$ cat config.mk
export PLATFORM = sky130hd
export DESIGN_NAME = fhl_unit
export DESIGN_NICKNAME = d
export VERILOG_FILES = /design/src/rtl/fhl_pkg.sv /design/src/rtl/fhl_decode.sv /design/src/rtl/fhl_narrow.sv /design/src/rtl/fhl_widen.sv /design/src/rtl/fhl_unit.sv
export SDC_FILE = /design/constraint.sdc
export NUM_CORES = 1
export LEC_CHECK = 0
export BUFFER_PORTS_ARGS = -buffer_cell sky130_fd_sc_hd__buf_2
export CAP_MARGIN = 20
export CORE_MARGIN = 2
export CORE_UTILIZATION = 40
export DETAILED_ROUTE_END_ITERATION = 12
export PLACE_DENSITY = 0.66
export SYNTH_ARGS = -nofsm -noshare
export SYNTH_HDL_FRONTEND = slang
export SYNTH_SLANG_ARGS = --single-unit
export TNS_END_PERCENT = 20
$ cat constraint.sdc
create_clock -name clk -period 4.4 [get_ports clk]
set_input_delay 0.44 -clock clk [delete_from_list [all_inputs] [get_ports clk]]
set_output_delay 0.44 -clock clk [all_outputs]
set_load 0.01 [all_outputs]
$ cat src/rtl/fhl_pkg.sv
// Package: shared types and format constants for the half-word load unit.
// Assumes IEEE-754 binary32 and binary64 layouts.
package fhl_pkg;
    localparam int SP_EXP_W  = 8;
    localparam int SP_FRAC_W = 23;
    localparam int DP_EXP_W  = 11;
    localparam int DP_FRAC_W = 52;
    localparam int IMM_W     = 16;
    localparam int REG_W     = 5;
    localparam int FRAC_PAD  = DP_FRAC_W - SP_FRAC_W;
    localparam int BIAS_DIFF = 896;
    // exponent given to a denormal whose leading one sits at bit 0
    localparam int DENORM_BASE = BIAS_DIFF - SP_FRAC_W + 1;

    // instruction word, most significant field first
    typedef struct packed {
        logic [5:0]  major;
        logic [4:0]  tgt;
        logic [4:0]  fa;
        logic [9:0]  fb;
        logic [4:0]  sub;
        logic        fc;
    } dx_word_t;

    typedef enum logic [1:0] {
        OP_NONE = 2'd0,
        OP_HI   = 2'd1,
        OP_LO   = 2'd2
    } op_kind_t;
endpackage

$ cat src/rtl/fhl_decode.sv
// Decoder: picks the operation kind, the target register and the
// reassembled 16-bit immediate out of one instruction word.
// Assumes the opcode values come in as parameters.
module fhl_decode
    import fhl_pkg::*;
#(
    parameter logic [5:0] MAJOR_OP = 6'd22,
    parameter logic [4:0] XO_HI    = 5'd3,
    parameter logic [4:0] XO_LO    = 5'd4
) (
    input  logic [31:0]      instr,
    output op_kind_t         kind,
    output logic [REG_W-1:0] tgt,
    output logic [IMM_W-1:0] imm
);
    dx_word_t w;
    assign w   = dx_word_t'(instr);
    assign tgt = w.tgt;
    assign imm = {w.fb, w.fa, w.fc};

    // classify the opcode pair
    always_comb begin
        kind = OP_NONE;
        if (w.major == MAJOR_OP) begin
            if (w.sub == XO_HI)      kind = OP_HI;
            else if (w.sub == XO_LO) kind = OP_LO;
        end
    end
endmodule

$ cat src/rtl/fhl_narrow.sv
// Narrower: double to single by truncation with the exponent rebiased.
// Assumes in-range inputs; no rounding and no overflow handling.
module fhl_narrow
    import fhl_pkg::*;
(
    input  logic [63:0] dp,
    output logic [31:0] sp
);
    logic [DP_EXP_W-1:0] e;
    logic [SP_EXP_W-1:0] se;
    logic                unused_tail;
    assign e           = dp[62:52];
    assign unused_tail = ^dp[FRAC_PAD-1:0];

    // map exponent classes
    always_comb begin
        if (e == '0)       se = '0;
        else if (&e)       se = '1;
        else               se = SP_EXP_W'(e - DP_EXP_W'(BIAS_DIFF));
    end

    assign sp = {dp[63], se, dp[51:FRAC_PAD]};
endmodule

$ cat src/rtl/fhl_widen.sv
// Widener: exact single to double conversion. Zeros, infinities and NaNs
// keep their class and sign, and denormals are normalized.
// Assumes nothing about the input pattern.
module fhl_widen
    import fhl_pkg::*;
(
    input  logic [31:0] sp,
    output logic [63:0] dp
);
    logic [SP_EXP_W-1:0]  e;
    logic [SP_FRAC_W-1:0] f;
    logic [4:0]           lead;
    logic [SP_FRAC_W-1:0] fn;
    assign e = sp[30:23];
    assign f = sp[22:0];

    // locate the highest set fraction bit
    always_comb begin
        lead = '0;
        for (int i = 0; i < SP_FRAC_W; i++) begin
            if (f[i]) lead = 5'(i);
        end
    end

    assign fn = f << (5'(SP_FRAC_W) - lead);

    // assemble the double by input class
    always_comb begin
        if (e == '0 && f == '0)
            dp = {sp[31], 63'd0};
        else if (e == '0)
            dp = {sp[31], DP_EXP_W'(DENORM_BASE) + DP_EXP_W'(lead), fn, {FRAC_PAD{1'b0}}};
        else if (&e)
            dp = {sp[31], {DP_EXP_W{1'b1}}, f, {FRAC_PAD{1'b0}}};
        else
            dp = {sp[31], DP_EXP_W'(e) + DP_EXP_W'(BIAS_DIFF), f, {FRAC_PAD{1'b0}}};
    end
endmodule

$ cat src/rtl/fhl_unit.sv
// Top: immediate half-word load unit. Decodes the word, builds the
// single-precision pattern (from the immediate and either the register or
// a just-issued upper immediate), widens it and registers the write.
// Assumes the register file applies wr_* one cycle after the instruction.
module fhl_unit
    import fhl_pkg::*;
#(
    parameter bit         FUSE_EN  = 1'b1,
    parameter logic [5:0] MAJOR_OP = 6'd22,
    parameter logic [4:0] XO_HI    = 5'd3,
    parameter logic [4:0] XO_LO    = 5'd4
) (
    input  logic        clk,
    input  logic        rst_n,
    input  logic        in_valid,
    input  logic [31:0] instr,
    input  logic [63:0] rs_data,
    output logic        wr_en,
    output logic [4:0]  wr_idx,
    output logic [63:0] wr_data
);
    op_kind_t         kind;
    logic [REG_W-1:0] tgt;
    logic [IMM_W-1:0] imm;
    logic [31:0]      rs_sp;
    logic [31:0]      sp_mod;
    logic [63:0]      dp_res;
    logic             fuse_hit;
    logic             pend_hi_q;
    logic [REG_W-1:0] pend_tgt_q;
    logic [IMM_W-1:0] pend_imm_q;
    logic             unused_rs_lo;

    fhl_decode #(.MAJOR_OP(MAJOR_OP), .XO_HI(XO_HI), .XO_LO(XO_LO)) u_dec (
        .instr(instr), .kind(kind), .tgt(tgt), .imm(imm)
    );

    fhl_narrow u_nar (.dp(rs_data), .sp(rs_sp));
    assign unused_rs_lo = ^rs_sp[IMM_W-1:0];

    generate
        if (FUSE_EN) begin : g_fuse
            // remember the upper op issued in the previous cycle
            always_ff @(posedge clk) begin
                if (!rst_n) begin
                    pend_hi_q  <= 1'b0;
                    pend_tgt_q <= '0;
                    pend_imm_q <= '0;
                end else begin
                    pend_hi_q  <= in_valid && (kind == OP_HI);
                    pend_tgt_q <= tgt;
                    pend_imm_q <= imm;
                end
            end
        end else begin : g_nofuse
            assign pend_hi_q  = 1'b0;
            assign pend_tgt_q = '0;
            assign pend_imm_q = '0;
        end
    endgenerate

    assign fuse_hit = in_valid && (kind == OP_LO) && pend_hi_q && (pend_tgt_q == tgt);

    // choose the high half and place the immediate
    always_comb begin
        if (kind == OP_HI)
            sp_mod = {imm, {IMM_W{1'b0}}};
        else if (fuse_hit)
            sp_mod = {pend_imm_q, imm};
        else
            sp_mod = {rs_sp[31:IMM_W], imm};
    end

    fhl_widen u_wid (.sp(sp_mod), .dp(dp_res));

    // register the write port
    always_ff @(posedge clk) begin
        if (!rst_n) begin
            wr_en   <= 1'b0;
            wr_idx  <= '0;
            wr_data <= '0;
        end else begin
            wr_en <= in_valid && (kind != OP_NONE);
            if (in_valid && (kind != OP_NONE)) begin
                wr_idx  <= tgt;
                wr_data <= dp_res;
            end
        end
    end
endmodule

# Yosys cells after proc, flatten, opt, wreduce, memory -nomap -nowiden
# Index checks and enable logic that the tools add are counted.
# W data, S select, Z words.
[word_totals]
ff_bits = 92
input_bits = 99
out_inout_bits = 70
[op_classes]
addsub = 4
n_eq_ne = 6
shift = 1
n_mux = 32
reduce_logical = 12
[ops]
columns = ["op", "n"]
rows = [
  ["$mux W63", 3],
  ["$mux W32", 2],
  ["$mux W5", 7],
  ["$mux W4", 8],
  ["$logic_not A23 Y1", 1],
  ["$shl A23 B5 Y23", 1],
  ["$mux W8", 2],
  ["$mux W3", 4],
  ["$add A10 B5 Y11 const A", 1],
  ["$add A8 B10 Y11 const B", 1],
  ["$logic_not A11 Y1", 1],
  ["$reduce_and A11 Y1", 1],
  ["$mux W2", 5],
  ["$logic_not A8 Y1", 1],
  ["$reduce_and A8 Y1", 1],
  ["$sub A8 B8 Y8 const B", 1],
  ["$eq A6 B5 Y1 const B", 1],
  ["$logic_and A1 B1 Y1", 6],
  ["$eq A5 B2 Y1 const B", 1],
  ["$eq A5 B3 Y1 const B", 1],
  ["$eq A5 B5 Y1", 1],
  ["$sub A5 B5 Y5 const A", 1],
  ["$eq A2 B1 Y1 const B", 1],
  ["$eq A2 B2 Y1 const B", 1],
  ["2 further kinds", 2],
]

# Logic depth before layout (Yosys ltp)
[logic_depth]
word_depth = 36
depth_mapped = 18
depth_no_buf = 13

# Hierarchy
# Synthesis repeated with hierarchy kept, for this count alone.
[hier_totals]
cells_unflattened = 927
area_unflattened_um2 = 6782.8
[by_module_without_submodules]
columns = ["mod", "n_inst", "cells_each", "area_per_inst_um2"]
rows = [
  ["fhl_unit", 1, 454, 3746.1],
  ["fhl_widen", 1, 407, 2580.0],
  ["fhl_narrow", 1, 39, 255.2],
  ["fhl_decode", 1, 27, 201.4],
]

# Least setup slack after synthesis
# Ideal clock, no wire load.
[synth_timing]
path_kind = "input port to flip-flop"
startpoint = "input instr[24]"
endpoint = "register wr_data[32]"
setup_time_ns = 0.059
arrival_ns = 3.721
t_required_ns = 4.341
setup_slack_ns = 0.620
stages = 16
n_path_buf = 3
path_cell_list = "xor2_1 -> or3_4 -> or4_1 -> nand3_1 -> buf_4 -> nor3_1 -> nand3_1 -> clkbuf_1 -> clkbuf_1 -> ha_1 -> inv_1 -> o211a_1 -> and3_1 -> a22oi_1 -> o31ai_1 -> and2_1"
[synth_via]
elab_chain_len = 15
elab_cells_between_ends = 18
cone_classes = "add/sub: 1; eq/ne: 1; shift: 1; mux: 11; reduce/logical: 4"
[synth_rtl]
columns = ["element", "line_no", "source"]
rows = [
  ["start, declared", "fhl_unit.sv:16", "input logic [31:0] instr,"],
  ["$eq A5 B5 Y1 *", "fhl_unit.sv:62", "assign fuse_hit = in_valid && (kind == OP_LO) && pend_hi_q && (pend_tgt_q == tgt);"],
  ["$logic_and A1 B1 Y1 *", "fhl_unit.sv:62", ""],
  ["$mux W32 *", "fhl_unit.sv:68", "else if (fuse_hit)"],
  ["$mux W32 *", "fhl_unit.sv:66", "if (kind == OP_HI)"],
  ["$mux W5 (7 in series)", "fhl_widen.sv:21", "if (f[i]) lead = 5'(i);"],
  ["$sub A5 B5 Y5", "fhl_widen.sv:25", "assign fn = f << (5'(SP_FRAC_W) - lead);"],
  ["$shl A23 B5 Y23", "fhl_widen.sv:25", ""],
  ["$mux W63", "fhl_widen.sv:31", "else if (e == '0)"],
  ["$mux W63 *", "fhl_widen.sv:29", "if (e == '0 && f == '0)"],
  ["end signal, assigned", "fhl_unit.sv:86", "wr_data <= dp_res;"],
  ["end, declared", "fhl_unit.sv:20", "output logic [63:0] wr_data"],
]
# Mark *: on every way between the ends. The rest lies on a longest branch, timed or not.
# A chain may end at the register's enable or synchronous reset.

# Final worst setup path
[layout_timing]
startpoint = "input instr[29]"
endpoint = "register wr_data[50]"
[layout_via]
elab_chain_len = 30
elab_cells_between_ends = 41
cone_classes = "add/sub: 1; eq/ne: 3; shift: 1; mux: 28; reduce/logical: 8"
[layout_rtl]
columns = ["element", "line_no", "source"]
rows = [
  ["$eq A6 B5 Y1 *", "fhl_decode.sv:24", "if (w.major == MAJOR_OP) begin"],
  ["$mux W2 *", "fhl_decode.sv:24", ""],
  ["$eq A2 B1 Y1", "fhl_unit.sv:66", ""],
  ["$mux W32", "fhl_unit.sv:66", ""],
  ["$mux W1", "fhl_widen.sv:21", ""],
  ["$mux W2 (2 in series)", "fhl_widen.sv:21", ""],
  ["$mux W3 (4 in series)", "fhl_widen.sv:21", ""],
  ["$mux W4 (8 in series)", "fhl_widen.sv:21", ""],
  ["$mux W5 (7 in series)", "fhl_widen.sv:21", ""],
  ["$sub A5 B5 Y5", "fhl_widen.sv:25", ""],
  ["$shl A23 B5 Y23", "fhl_widen.sv:25", ""],
  ["$mux W63", "fhl_widen.sv:31", ""],
  ["$mux W63", "fhl_widen.sv:29", ""],
]
# Marked as above.

==> impl_metrics.env <==
export IMPL_yosysSeqAreaShare_pct=24.51
export IMPL_grt_overflow=0
export IMPL_hold_path_class="in -> reg"
export IMPL_synth_edf_count=0
export IMPL_cap_viol_max_count=0
export IMPL_cts_root_buf="clkbuf_16"
export IMPL_cp_slowest_stage_delay_ns=0.51
export IMPL_finalCritPeriodShare_pct=88.58
export IMPL_rsz0062_at_grt="false"
export IMPL_wl_per_cell_um=20.92
export IMPL_slew_viol_final=0
export IMPL_core_sq_um=12470
export IMPL_finalSetupViolations=0
export IMPL_grt_pass1_wl_um=29240
export IMPL_synthToLayoutAreaGrowth_pct=18.60
export IMPL_min_period_ns=3.898
export IMPL_clk_latency_ns=0.34
export IMPL_layout_drive_gt1_share_pct=24.57
export IMPL_avgSynthCellArea_sq_um=7.721
export IMPL_synth_largest_area_cell="dfxtp_1"
export IMPL_post_cts_buffers=0
export IMPL_ys_types=93
export IMPL_dr_total_vias=5633
export IMPL_peakVddDrop_v=0.0001487
export IMPL_cp_max_fo=21
export IMPL_mostFrequentLayoutCell="buf_2"
export IMPL_syn_inst=656
export IMPL_cts_resized=0
export IMPL_yosysTopAreaCellShare_pct=24.51
export IMPL_worstPathRequired_ns=4.60
export IMPL_portBuffers=94
export IMPL_cp_arrival_ns=4.10
export IMPL_final_cell_mix="buf_2 (94), dfxtp_1 (62), nand2_1 (60)"
export IMPL_tightest_slew_ns=0.7154
export IMPL_fp_row_count=41
export IMPL_path_clk_slew_ns=0.06
export IMPL_ys_top_cells_by_area="dfxtp_1 (25%), mux2i_1 (5.3%), buf_4 (4.9%), nand2_1 (4.4%), o21ai_0 (4.2%)"
export IMPL_fin_nets=846
export IMPL_grt_max_degree=39
export IMPL_criticalPathCategory="in -> reg"
export IMPL_worst_path_most_repeated_cell="a21oi_1"
export IMPL_io_pins=169
export IMPL_synth_seq_cells=62
export IMPL_die_area_sq_um=13580
export IMPL_antenna_left=0
export IMPL_tns_ns=0
export IMPL_wl_um=19270
export IMPL_critPathLaunchType="input pin"
export IMPL_die_w_um=116.5
export IMPL_status="completed"
export IMPL_track_usage_pct=28.35
export IMPL_max_freq_mhz=256.6
export IMPL_cpMaxStageDelayCell="and2_1"
export IMPL_start_util_pct=40.63
export IMPL_clkSinkCount=62
export IMPL_drtIter0Drc=479
export IMPL_die_h_um=116.5
export IMPL_fin_worst_skew_ns=0.007220
export IMPL_tritoncts="built"
export IMPL_syn_area_sq_um=5065
export IMPL_power_density_nw_per_um2=287.8
export IMPL_cts_max_path_buffers=2
export IMPL_remaining_drc_errors=0
export IMPL_synthArstFlopShare_pct=0
export IMPL_firstDrtPassIters=5
export IMPL_diodes=0
export IMPL_ys_warn_count=0
export IMPL_cts_hold_repair_buffers=0
export IMPL_yosys_most_used_dff="dfxtp_1"
export IMPL_numCtsBuffers=9
export IMPL_hpwl_um=14120
export IMPL_end_kind="register"
export IMPL_via_per_inst=6.116
export IMPL_cts_htree_levels=3
export IMPL_relSlewSlack_pct=51.68
export IMPL_hold_viol_final=0
export IMPL_leakage_nw=2.570
export IMPL_place_congestion=0.9971
export IMPL_antenna_found_initial=0
export IMPL_fillers=1246
export IMPL_grt_pass1_vias=5299
export IMPL_utilization_pct=48.19
export IMPL_worstPathCellList="buf_2, and4bb_2, and2_1, o21ai_0, a311oi_4, a311o_1, a21oi_4, inv_2, a211oi_1, a21oi_1, o221ai_1, a221oi_1, a21oi_1"
==> power by group <==
group / total, mW / leakage (nW) / switching [mW] / internal, mW
combinational: 0.356 / 1.90 / 0.229 / 0.127
sequential: 0.576 / 0.505 / 0.00342 / 0.572
clock: 0.797 / 0.162 / 0.270 / 0.527
total: 1.73 / 2.57 / 0.503 / 1.23
==> registers in the layout, indices dropped and copies added, names as in the netlist <==
| name | flops |
|---|---|
| wr_data | 34 |
| pend_imm_q | 16 |
| wr_en | 1 |
| wr_idx | 5 |
| pend_hi_q | 1 |
| pend_tgt_q | 5 |
==> metal layers <==
layer | GRT usage (%) | vias to the layer above | wire, um
met1 | 38.12 | 2665 | 8245
met4 | 12.46 | 0 | 810
met2 | 44.84 | 323 | 8573
met3 | 4.515 | 63 | 1638
li1 | - | 2582 | -
met5 | 0 | - | 0
==> cells in the mapped netlist, drive strengths merged (13+ instances only) <==
cell type,instances
clkbuf,32
a21oi,43
nor3,15
inv,13
o211ai,20
dfxtp,62
buf,51
o21ai,47
and2,28
nand2,61
nor2,52
mux2i,28
==> metrics by stage <==
stage | power, mW | instances | hold WS [ns] | worst slack [ns] | area (sq um)
2_1_floorplan | 0.8308 | 684 | 0.4852 | 0.6196 | 5170
3_3_place_gp | 0.9295 | 905 | 0.4486 | 0.2274 | 5673
3_5_place_dp | 0.9315 | 905 | 0.4441 | 0.2209 | 5673
4_1_cts | 1.725 | 921 | 0.3479 | 0.5666 | 6007
5_1_grt | 1.789 | 921 | 0.3664 | 0.2353 | 6007
6_report | 1.729 | 921 | 0.3516 | 0.5023 | 6007
==> cells by family after synthesis <==
kind of cell / synth area share, %
buffers and inverters: 10.20
DFF: 24.51
muxes: 7.164
and+or+nand+nor: 24.51
other: 0.07404
adders and majority gates: 0.7412
xor gates and xnor gates: 1.038
AOI/OAI and AO/OA: 31.77
==> critical path: cells and delay by family <==
kind	cells	cell delay, ns
AND/OR/NAND/NOR	2	0.94
buffers and inverters	2	0.47
AO/OA/AOI/OAI	9	2.23
==> layout make-up <==
| cell class | instances | area [sq um] | share of cell area [%] |
|---|---|---|---|
| clock buffer | 11 | 252.7 | 4.207 |
| clock inverter | 5 | 81.33 | 1.354 |
| inverter | 13 | 48.80 | 0.8123 |
| multi-input combinational | 526 | 3412 | 56.80 |
| sequential | 62 | 1241 | 20.66 |
| tap | 172 | 215.2 | 3.583 |
| timing repair buffer | 132 | 755.7 | 12.58 |
==> path summary, 6_finish.rpt <==
| check | start | end | slack, ns | cells after the start |
|---|---|---|---|---|
| setup / recovery | instr[29] | wr_data[50] | 0.50 | 13 |
| hold / removal | instr[22] | pend_tgt_q[1] | 0.35 | 2 |
| setup reg to reg | pend_tgt_q[2] | wr_data[50] | 0.59 | 14 |
| hold reg to reg | wr_data[62] | wr_data[62] | 0.45 | 2 |
Note: power is estimated with default switching activity, not from simulation.
